<file path="config.mk">
export PLATFORM = sky130hd
export DESIGN_NAME = regwin_unit
export DESIGN_NICKNAME = d
export VERILOG_FILES = /design/src/rtl/regwin_pkg.sv /design/src/rtl/regwin_ctrl.sv /design/src/rtl/regwin_dp.sv /design/src/rtl/regwin_unit.sv
export SDC_FILE = /design/constraint.sdc
export NUM_CORES = 1
export LEC_CHECK = 0
export CAP_MARGIN = 10
export CORE_ASPECT_RATIO = 0.8
export CORE_UTILIZATION = 43
export DETAILED_ROUTE_END_ITERATION = 8
export PLACE_DENSITY = 0.76
export SLEW_MARGIN = 10
export SYNTH_ARGS = -nofsm -noshare
export SYNTH_HDL_FRONTEND = slang
export SYNTH_SLANG_ARGS = --single-unit
</file>
<file path="constraint.sdc">
create_clock -name clk -period 1.8 [get_ports clk]
set_input_delay 0.18 -clock clk [delete_from_list [all_inputs] [get_ports clk]]
set_output_delay 0.18 -clock clk [all_outputs]
set_load 0.02 [all_outputs]
</file>
<file path="src/rtl/regwin_pkg.sv">
package regwin_pkg;

  typedef enum logic [1:0] {
    OP_SAVE    = 2'd0,
    OP_RESTORE = 2'd1,
    OP_RETURN  = 2'd2,
    OP_FLUSH   = 2'd3
  } reqOp_e;

  typedef enum logic [2:0] {
    TK_NONE  = 3'd0,
    TK_SPILL = 3'd1,
    TK_FILL  = 3'd2,
    TK_CLEAN = 3'd3,
    TK_ALIGN = 3'd4
  } trapKind_e;

  typedef enum logic [2:0] {
    SEL_CWP     = 3'd0,
    SEL_SAVE    = 3'd1,
    SEL_RESTORE = 3'd2,
    SEL_CLEAN   = 3'd3,
    SEL_OTHER   = 3'd4,
    SEL_WSTATE  = 3'd5
  } wrSel_e;

  // Strobes from control to datapath, all for the coming clock edge.
  typedef struct packed {
    logic      cwpUp1;
    logic      cwpUp2;
    logic      cwpDown1;
    logic      shiftSave;     // save counter -1, restore counter +1
    logic      shiftRestore;  // save counter +1, restore counter -1
    logic      trapFire;
    trapKind_e trapKind;
    logic      trapOther;
    logic      wrApply;
  } winStrobe_t;

endpackage

</file>
<file path="src/rtl/regwin_ctrl.sv">
module regwin_ctrl
  import regwin_pkg::*;
#(
  parameter int NWIN = 8,
  localparam int CW = $clog2(NWIN)
) (
  input  logic          reqValid,
  input  logic [1:0]    reqOp,
  input  logic [1:0]    retAddrLow,
  input  logic          wrEn,
  input  logic [CW-1:0] canSave,
  input  logic [CW-1:0] canRestore,
  input  logic [CW-1:0] cleanWin,
  input  logic [CW-1:0] otherWin,
  output winStrobe_t    stb
);

  logic saveSpill, saveClean, restoreFill, flushPending, misaligned, otherSel;
  reqOp_e opCode;

  assign opCode       = reqOp_e'(reqOp);
  assign saveSpill    = (canSave == '0);
  assign saveClean    = (cleanWin == canRestore);
  assign restoreFill  = (canRestore == '0);
  // NWIN-2-canSave is nonzero exactly when canSave differs from NWIN-2
  assign flushPending = (canSave != CW'(NWIN - 2));
  assign misaligned   = (retAddrLow != 2'b00);
  assign otherSel     = (otherWin != '0);

  always_comb begin
    stb          = '0;
    stb.trapKind = TK_NONE;
    if (reqValid) begin
      unique case (opCode)
        OP_SAVE: begin
          if (saveSpill) begin
            stb.cwpUp2    = 1'b1;
            stb.trapFire  = 1'b1;
            stb.trapKind  = TK_SPILL;
            stb.trapOther = otherSel;
          end else if (saveClean) begin
            stb.cwpUp1   = 1'b1;
            stb.trapFire = 1'b1;
            stb.trapKind = TK_CLEAN;
          end else begin
            stb.cwpUp1    = 1'b1;
            stb.shiftSave = 1'b1;
          end
        end
        OP_RESTORE, OP_RETURN: begin
          if (opCode == OP_RETURN && misaligned) begin
            stb.trapFire = 1'b1;
            stb.trapKind = TK_ALIGN;
          end else begin
            stb.cwpDown1 = 1'b1;
            if (restoreFill) begin
              stb.trapFire  = 1'b1;
              stb.trapKind  = TK_FILL;
              stb.trapOther = otherSel;
            end else begin
              stb.shiftRestore = 1'b1;
            end
          end
        end
        OP_FLUSH: begin
          if (flushPending) begin
            stb.trapFire  = 1'b1;
            stb.trapKind  = TK_SPILL;
            stb.trapOther = otherSel;
          end
        end
        default: ;
      endcase
    end else if (wrEn) begin
      stb.wrApply = 1'b1;
    end
  end

endmodule

</file>
<file path="src/rtl/regwin_dp.sv">
module regwin_dp
  import regwin_pkg::*;
#(
  parameter int NWIN = 8,
  parameter int WSW  = 3,
  localparam int CW  = $clog2(NWIN),
  localparam int WDW = (CW > 2 * WSW) ? CW : 2 * WSW
) (
  input  logic             clk,
  input  logic             rst,
  input  winStrobe_t       stb,
  input  logic [2:0]       wrSel,
  input  logic [WDW-1:0]   wrData,
  output logic [CW-1:0]    cwp,
  output logic [CW-1:0]    canSave,
  output logic [CW-1:0]    canRestore,
  output logic [CW-1:0]    cleanWin,
  output logic [CW-1:0]    otherWin,
  output logic [2*WSW-1:0] wState,
  output logic             trapValid,
  output logic [2:0]       trapKind,
  output logic             trapOther,
  output logic [WSW-1:0]   trapVec
);

  localparam bit POW2 = ((1 << CW) == NWIN);

  logic [CW-1:0]  cwpPlus1, cwpPlus2, cwpMinus1, cwpNext;
  logic [WSW-1:0] vecNext;

  // Pointer arithmetic: plain truncation when NWIN is a power of two,
  // compare-and-subtract otherwise.
  generate
    if (POW2) begin : g_wrap_pow2
      assign cwpPlus1  = cwp + CW'(1);
      assign cwpPlus2  = cwp + CW'(2);
      assign cwpMinus1 = cwp - CW'(1);
    end else begin : g_wrap_mod
      logic [CW:0] sum1, sum2;
      assign sum1      = {1'b0, cwp} + (CW+1)'(1);
      assign sum2      = {1'b0, cwp} + (CW+1)'(2);
      assign cwpPlus1  = (sum1 >= (CW+1)'(NWIN)) ? CW'(sum1 - (CW+1)'(NWIN)) : sum1[CW-1:0];
      assign cwpPlus2  = (sum2 >= (CW+1)'(NWIN)) ? CW'(sum2 - (CW+1)'(NWIN)) : sum2[CW-1:0];
      assign cwpMinus1 = (cwp == '0) ? CW'(NWIN - 1) : cwp - CW'(1);
    end
  endgenerate

  always_comb begin
    cwpNext = cwp;
    if (stb.cwpUp1)   cwpNext = cwpPlus1;
    if (stb.cwpUp2)   cwpNext = cwpPlus2;
    if (stb.cwpDown1) cwpNext = cwpMinus1;
  end

  always_comb begin
    vecNext = '0;
    if (stb.trapKind == TK_SPILL || stb.trapKind == TK_FILL)
      vecNext = stb.trapOther ? wState[2*WSW-1:WSW] : wState[WSW-1:0];
  end

  always_ff @(posedge clk) begin
    if (rst) begin
      cwp        <= '0;
      canSave    <= CW'(NWIN - 2);
      canRestore <= '0;
      cleanWin   <= CW'(NWIN - 1);
      otherWin   <= '0;
      wState     <= '0;
    end else begin
      cwp <= cwpNext;
      if (stb.shiftSave) begin
        canSave    <= canSave - CW'(1);
        canRestore <= canRestore + CW'(1);
      end
      if (stb.shiftRestore) begin
        canSave    <= canSave + CW'(1);
        canRestore <= canRestore - CW'(1);
      end
      if (stb.wrApply) begin
        unique case (wrSel_e'(wrSel))
          SEL_CWP:     cwp        <= wrData[CW-1:0];
          SEL_SAVE:    canSave    <= wrData[CW-1:0];
          SEL_RESTORE: canRestore <= wrData[CW-1:0];
          SEL_CLEAN:   cleanWin   <= wrData[CW-1:0];
          SEL_OTHER:   otherWin   <= wrData[CW-1:0];
          SEL_WSTATE:  wState     <= wrData[2*WSW-1:0];
          default: ;
        endcase
      end
    end
  end

  always_ff @(posedge clk) begin
    if (rst) begin
      trapValid <= 1'b0;
      trapKind  <= TK_NONE;
      trapOther <= 1'b0;
      trapVec   <= '0;
    end else begin
      trapValid <= stb.trapFire;
      trapKind  <= stb.trapKind;
      trapOther <= stb.trapOther;
      trapVec   <= vecNext;
    end
  end

endmodule

</file>
<file path="src/rtl/regwin_unit.sv">
module regwin_unit
  import regwin_pkg::*;
#(
  parameter int NWIN = 8,
  parameter int WSW  = 3,
  localparam int CW  = $clog2(NWIN),
  localparam int WDW = (CW > 2 * WSW) ? CW : 2 * WSW
) (
  input  logic             clk,
  input  logic             rst,
  input  logic             reqValid,
  input  logic [1:0]       reqOp,
  input  logic [1:0]       retAddrLow,
  input  logic             wrEn,
  input  logic [2:0]       wrSel,
  input  logic [WDW-1:0]   wrData,
  output logic [CW-1:0]    cwp,
  output logic [CW-1:0]    canSave,
  output logic [CW-1:0]    canRestore,
  output logic [CW-1:0]    cleanWin,
  output logic [CW-1:0]    otherWin,
  output logic [2*WSW-1:0] wState,
  output logic             trapValid,
  output logic [2:0]       trapKind,
  output logic             trapOther,
  output logic [WSW-1:0]   trapVec
);

  winStrobe_t stb;

  regwin_ctrl #(.NWIN(NWIN)) u_ctrl (
    .reqValid   (reqValid),
    .reqOp      (reqOp),
    .retAddrLow (retAddrLow),
    .wrEn       (wrEn),
    .canSave    (canSave),
    .canRestore (canRestore),
    .cleanWin   (cleanWin),
    .otherWin   (otherWin),
    .stb        (stb)
  );

  regwin_dp #(.NWIN(NWIN), .WSW(WSW)) u_dp (
    .clk        (clk),
    .rst        (rst),
    .stb        (stb),
    .wrSel      (wrSel),
    .wrData     (wrData),
    .cwp        (cwp),
    .canSave    (canSave),
    .canRestore (canRestore),
    .cleanWin   (cleanWin),
    .otherWin   (otherWin),
    .wState     (wState),
    .trapValid  (trapValid),
    .trapKind   (trapKind),
    .trapOther  (trapOther),
    .trapVec    (trapVec)
  );


  save_step_chk: assert property (@(posedge clk) disable iff (rst)
    (reqValid && reqOp == 2'd0 && canSave != '0 && cleanWin != canRestore) |=>
      (!trapValid && canSave == $past(canSave) - 1'b1 &&
       canRestore == $past(canRestore) + 1'b1));


  spill_jump_chk: assert property (@(posedge clk) disable iff (rst)
    (reqValid && reqOp == 2'd0 && canSave == '0) |=>
      (trapValid && trapKind == 3'd1 &&
       cwp == CW'((int'($past(cwp)) + 2) % NWIN)));


  fill_wrap_chk: assert property (@(posedge clk) disable iff (rst)
    (reqValid && reqOp == 2'd1 && canRestore == '0) |=>
      (trapValid && trapKind == 3'd2 &&
       cwp == (($past(cwp) == '0) ? CW'(NWIN - 1) : $past(cwp) - 1'b1)));


  misalign_hold_chk: assert property (@(posedge clk) disable iff (rst)
    (reqValid && reqOp == 2'd2 && retAddrLow != 2'b00) |=>
      (trapKind == 3'd4 && $stable(cwp) && $stable(canSave) && $stable(canRestore)));


  idle_hold_chk: assert property (@(posedge clk) disable iff (rst)
    (!reqValid && !wrEn) |=>
      ($stable(cwp) && $stable(canSave) && $stable(canRestore) && !trapValid));


  trap_origin_chk: assert property (@(posedge clk) disable iff (rst)
    trapValid |-> $past(reqValid));

endmodule

</file>
==> results.cfg <==
[yosys]
syn-instance-count = 185
post_synth.cell_area_avg_sq_um = 8.89
post_synthesis_cell_area_sq_um = 1650
synth-warning-count = 0
syn-num-nets = 215
synth_simple_gate_area_share_pct = 24.2
ys_seq_elements = 29
synth-xor-area-share_pct = 2.66
synth_adder_area_share_pct = 9.89
most_frequently_used_flop_master_after_synthesis = sky130_fd_sc_hd__dfxtp_1
synth_cell_type_count = 42
synth_enable_flop_cells = 0
netlist.top_cell.by_area = sky130_fd_sc_hd__dfxtp_1
synth_top_cell_area_share_pct = 35.3
synthArstFlopShare_pct = 0
sequential_fraction_of_the_synthesis_area_pct = 35.3
synth_top_family_by_area = simple AND/OR/NAND/NOR gates
compound_gate_fraction_of_synth_area_pct = 14.7
leading_post_synthesis_cells_by_cell_area = sky130_fd_sc_hd__dfxtp_1 35%, sky130_fd_sc_hd__mux2i_1 10%, sky130_fd_sc_hd__ha_1 9.9%
muxShareOfSynthArea_pct = 10.3

[power_and_ir_drop]
irDropWorstVdd_v = 0.000511
seq_power_share_pct = 31.2
cellInternalPower_uw = 1580
power_density_nw_per_um2 = 914
pwr-share-comb_pct = 43.0
p_switching_uw = 812
post-layout-total-power_uw = 2390
clock_power_share_pct = 25.8
netSwitchingFraction_pct = 33.9
power_leakage_uw = 0.00114

[sta]
achievable-frequency_ghz = 0.562
final-hold-violation-count = 0
setup-violations-final = 0
slew_violations = 0
finalCritPeriodShare_pct = 98.8
final.setup_skew_ns = 0.00804
final.min_clock_period_ns = 1.78
timing.max_slew.rel_slack_pct = 74.3
tightest_slew_ns = 0.384

[final_layout]
finish.cell_count_without_fillers = 309
mostFrequentLayoutCells = 43 x sky130_fd_sc_hd__clkdlybuf4s50_1, 32 x sky130_fd_sc_hd__buf_4, 24 x sky130_fd_sc_hd__dfxtp_1
final_layout_size_suffix_gt1_share_pct = 28.1
finalNetCount = 296
syn_to_layout_area_delta_pct = 59.2
mostFrequentLayoutCell = sky130_fd_sc_hd__clkdlybuf4s50_1
insertedDiodeCount = 0
stdcell_area_sq_um = 2620

[routing]
wl_met3_um = 304
detailedRoute.firstPassIterationCount = 6
detail_route.drc_violations = 2
vias_per_cell = 5.47
drt-total-wl_mm = 4.91
route.top_layer_used = met4
met2_wirelength_mm = 2.31
detail_route.iter0.violations = 113
antenna_left = 0
routedWlPerCell_um = 15.9
met1Wirelength_mm = 2.23
via_count = 1689

[place]
placedCellCount = 294
gp_congestion = 0.886
dp_hpwl_mm = 3.20
portBuffers = 45
placement.cell_area_sq_um = 2330

[floorplan]
die-width_um = 71.2
num_io_pins = 46
die_height_um = 57.3
design.die.area_sq_um = 4080
floorplan.initialDensity_pct = 46.5
placement_rows = 19
area_inside_the_core_boundary_sq_um = 3540

[worst_setup_path]
startpoint_type = flop
setup.worst_path.class = reg -> reg
worstPathArrival_ns = 2.02
critPathMaxFanout = 8
timing.critical_path.required_ns = 2.04
cp-end-kind = flop

[global_routing]
groute.usage.overall_pct = 24.5
remaining_overflow_grt = 0
antenna_found_initial = 0
grt_max_degree = 19
first_global_vias = 1524
wire_length_of_the_first_global_routing_pass_mm = 7.49

[flow_run]
max_cap_viol_count = 0

[cts]
clkTransAtPathRegs_ns = 0.07
number_of_h_tree_branching_levels = 2
tritoncts_clock_tree = done
worst_skew_pair.late_latency_ns = 0.30
cts_num_sinks = 29
ctsLongestPathBuffers = 2
clockRootBuffer = sky130_fd_sc_hd__clkbuf_8
cts-buffers-inserted = 5

[outcome]
outcome = finished with violations
violations = design-rule violations

[worst_hold_path]
min_path_type = in -> reg
worst max-delay path, cell delays in order, from the launching register on:
cell and delay, ns:
sky130_fd_sc_hd__dfxtp_2 0.33, sky130_fd_sc_hd__inv_2 0.07, sky130_fd_sc_hd__ha_4 0.12, sky130_fd_sc_hd__nor2b_4 0.22
sky130_fd_sc_hd__buf_12 0.14, sky130_fd_sc_hd__nor3_2 0.04, sky130_fd_sc_hd__buf_4 0.17, sky130_fd_sc_hd__a2111oi_1 0.40
sky130_fd_sc_hd__mux2i_1 0.15, sky130_fd_sc_hd__nand2_1 0.09
sequential cells by signal (all words and copies together) (netlist names):
name / count
u_dp.cleanWin: 3
u_dp.trapVec: 3
u_dp.wState: 6
u_dp.canRestore: 3
u_dp.otherWin: 3
u_dp.canSave: 3
u_dp.trapKind: 3
u_dp.trapValid: 1
u_dp.cwp: 3
u_dp.trapOther: 1
Yosys cell counts (all sizes together), types with 2 or more instances:
cell	count
a31oi	2
nor3b	3
nand2	14
mux2i	17
and3b	2
nand2b	6
nor2	21
a21oi	9
nand4b	2
o211ai	2
ha	13
or3	3
nor3	4
inv	9
nor2b	3
o21ai	11
xnor2	4
nand3b	2
nand3	8
nor4	2
a32oi	2
clkbuf	4
dfxtp	29
cells by family after synthesis:
logic type | Yosys count
AO/OA/AOI/OAI | 35
XOR/XNOR | 5
adder cells (fa/ha/maj) | 13
buffers and inverters | 13
flip-flops | 29
multiplexers | 17
AND/OR/NAND/NOR | 73
layer usage:
metal	track usage [%]	up-vias
li1	-	820
met1	31.5	798
met2	38.8	64
met3	7.95	7
met4	8.86	0
met5	0	-
worst paths after layout:
check,startpoint,slack (ns),end,cells past startpoint
hold / removal,wrData[5],0.49,u_dp.wState[5]$_SDFFE_PP0P_,3
setup / recovery,u_dp.canRestore[1]$_SDFF_PP0_,0.02,u_dp.canRestore[2]$_SDFF_PP0_,9
setup reg to reg,u_dp.canRestore[1]$_SDFF_PP0_,0.02,u_dp.canRestore[2]$_SDFF_PP0_,9
hold reg to reg,u_dp.cwp[2]$_SDFF_PP0_,0.52,u_dp.cwp[2]$_SDFF_PP0_,2
layout make-up:
type,count,area [sq um]
timing repair buffer,78,716
multi-input combinational,143,1130
clock inverter,1,5.00
inverter,9,33.8
clock buffer,7,96.3
sequential,29,587
fill,279,923
tap,42,52.6
metrics by stage:
| stage | util (%) | hold WS [ns] | TNS (ns) | setup WS, ns |
|---|---|---|---|---|
| 4_1_cts | 70.6 | 0.498 | 0 | 0.00429 |
| 2_1_floorplan | - | 0.309 | 0 | 0.0422 |
| 5_1_grt | 73.9 | 0.510 | -0.0726 | -0.0404 |
| 3_3_place_gp | 65.9 | 0.510 | -2.48 | -0.277 |
| 3_5_place_dp | 65.9 | 0.514 | -2.87 | -0.333 |
| 6_report | 73.9 | 0.488 | 0 | 0.0207 |
power groups by stage:
| stage | clock, uW | combinational, uW | sequential, uW |
|---|---|---|---|
| 2_1_floorplan | 0 | 363 | 835 |
| 3_3_place_gp | 0 | 754 | 761 |
| 3_5_place_dp | 0 | 766 | 761 |
| 4_1_cts | 612 | 849 | 741 |
| 5_1_grt | 639 | 1100 | 754 |
| 6_report | 616 | 1030 | 747 |
what timing repair did:
action,4_1_cts,5_1_grt
setup buffers,4,3
gates resized for setup,10,19
setup endpoints to repair,6,10
pin swaps,4,7
hold buffers,0,0
endpoints found under the hold margin,0,0
Power figures use the tool's default switching activity.
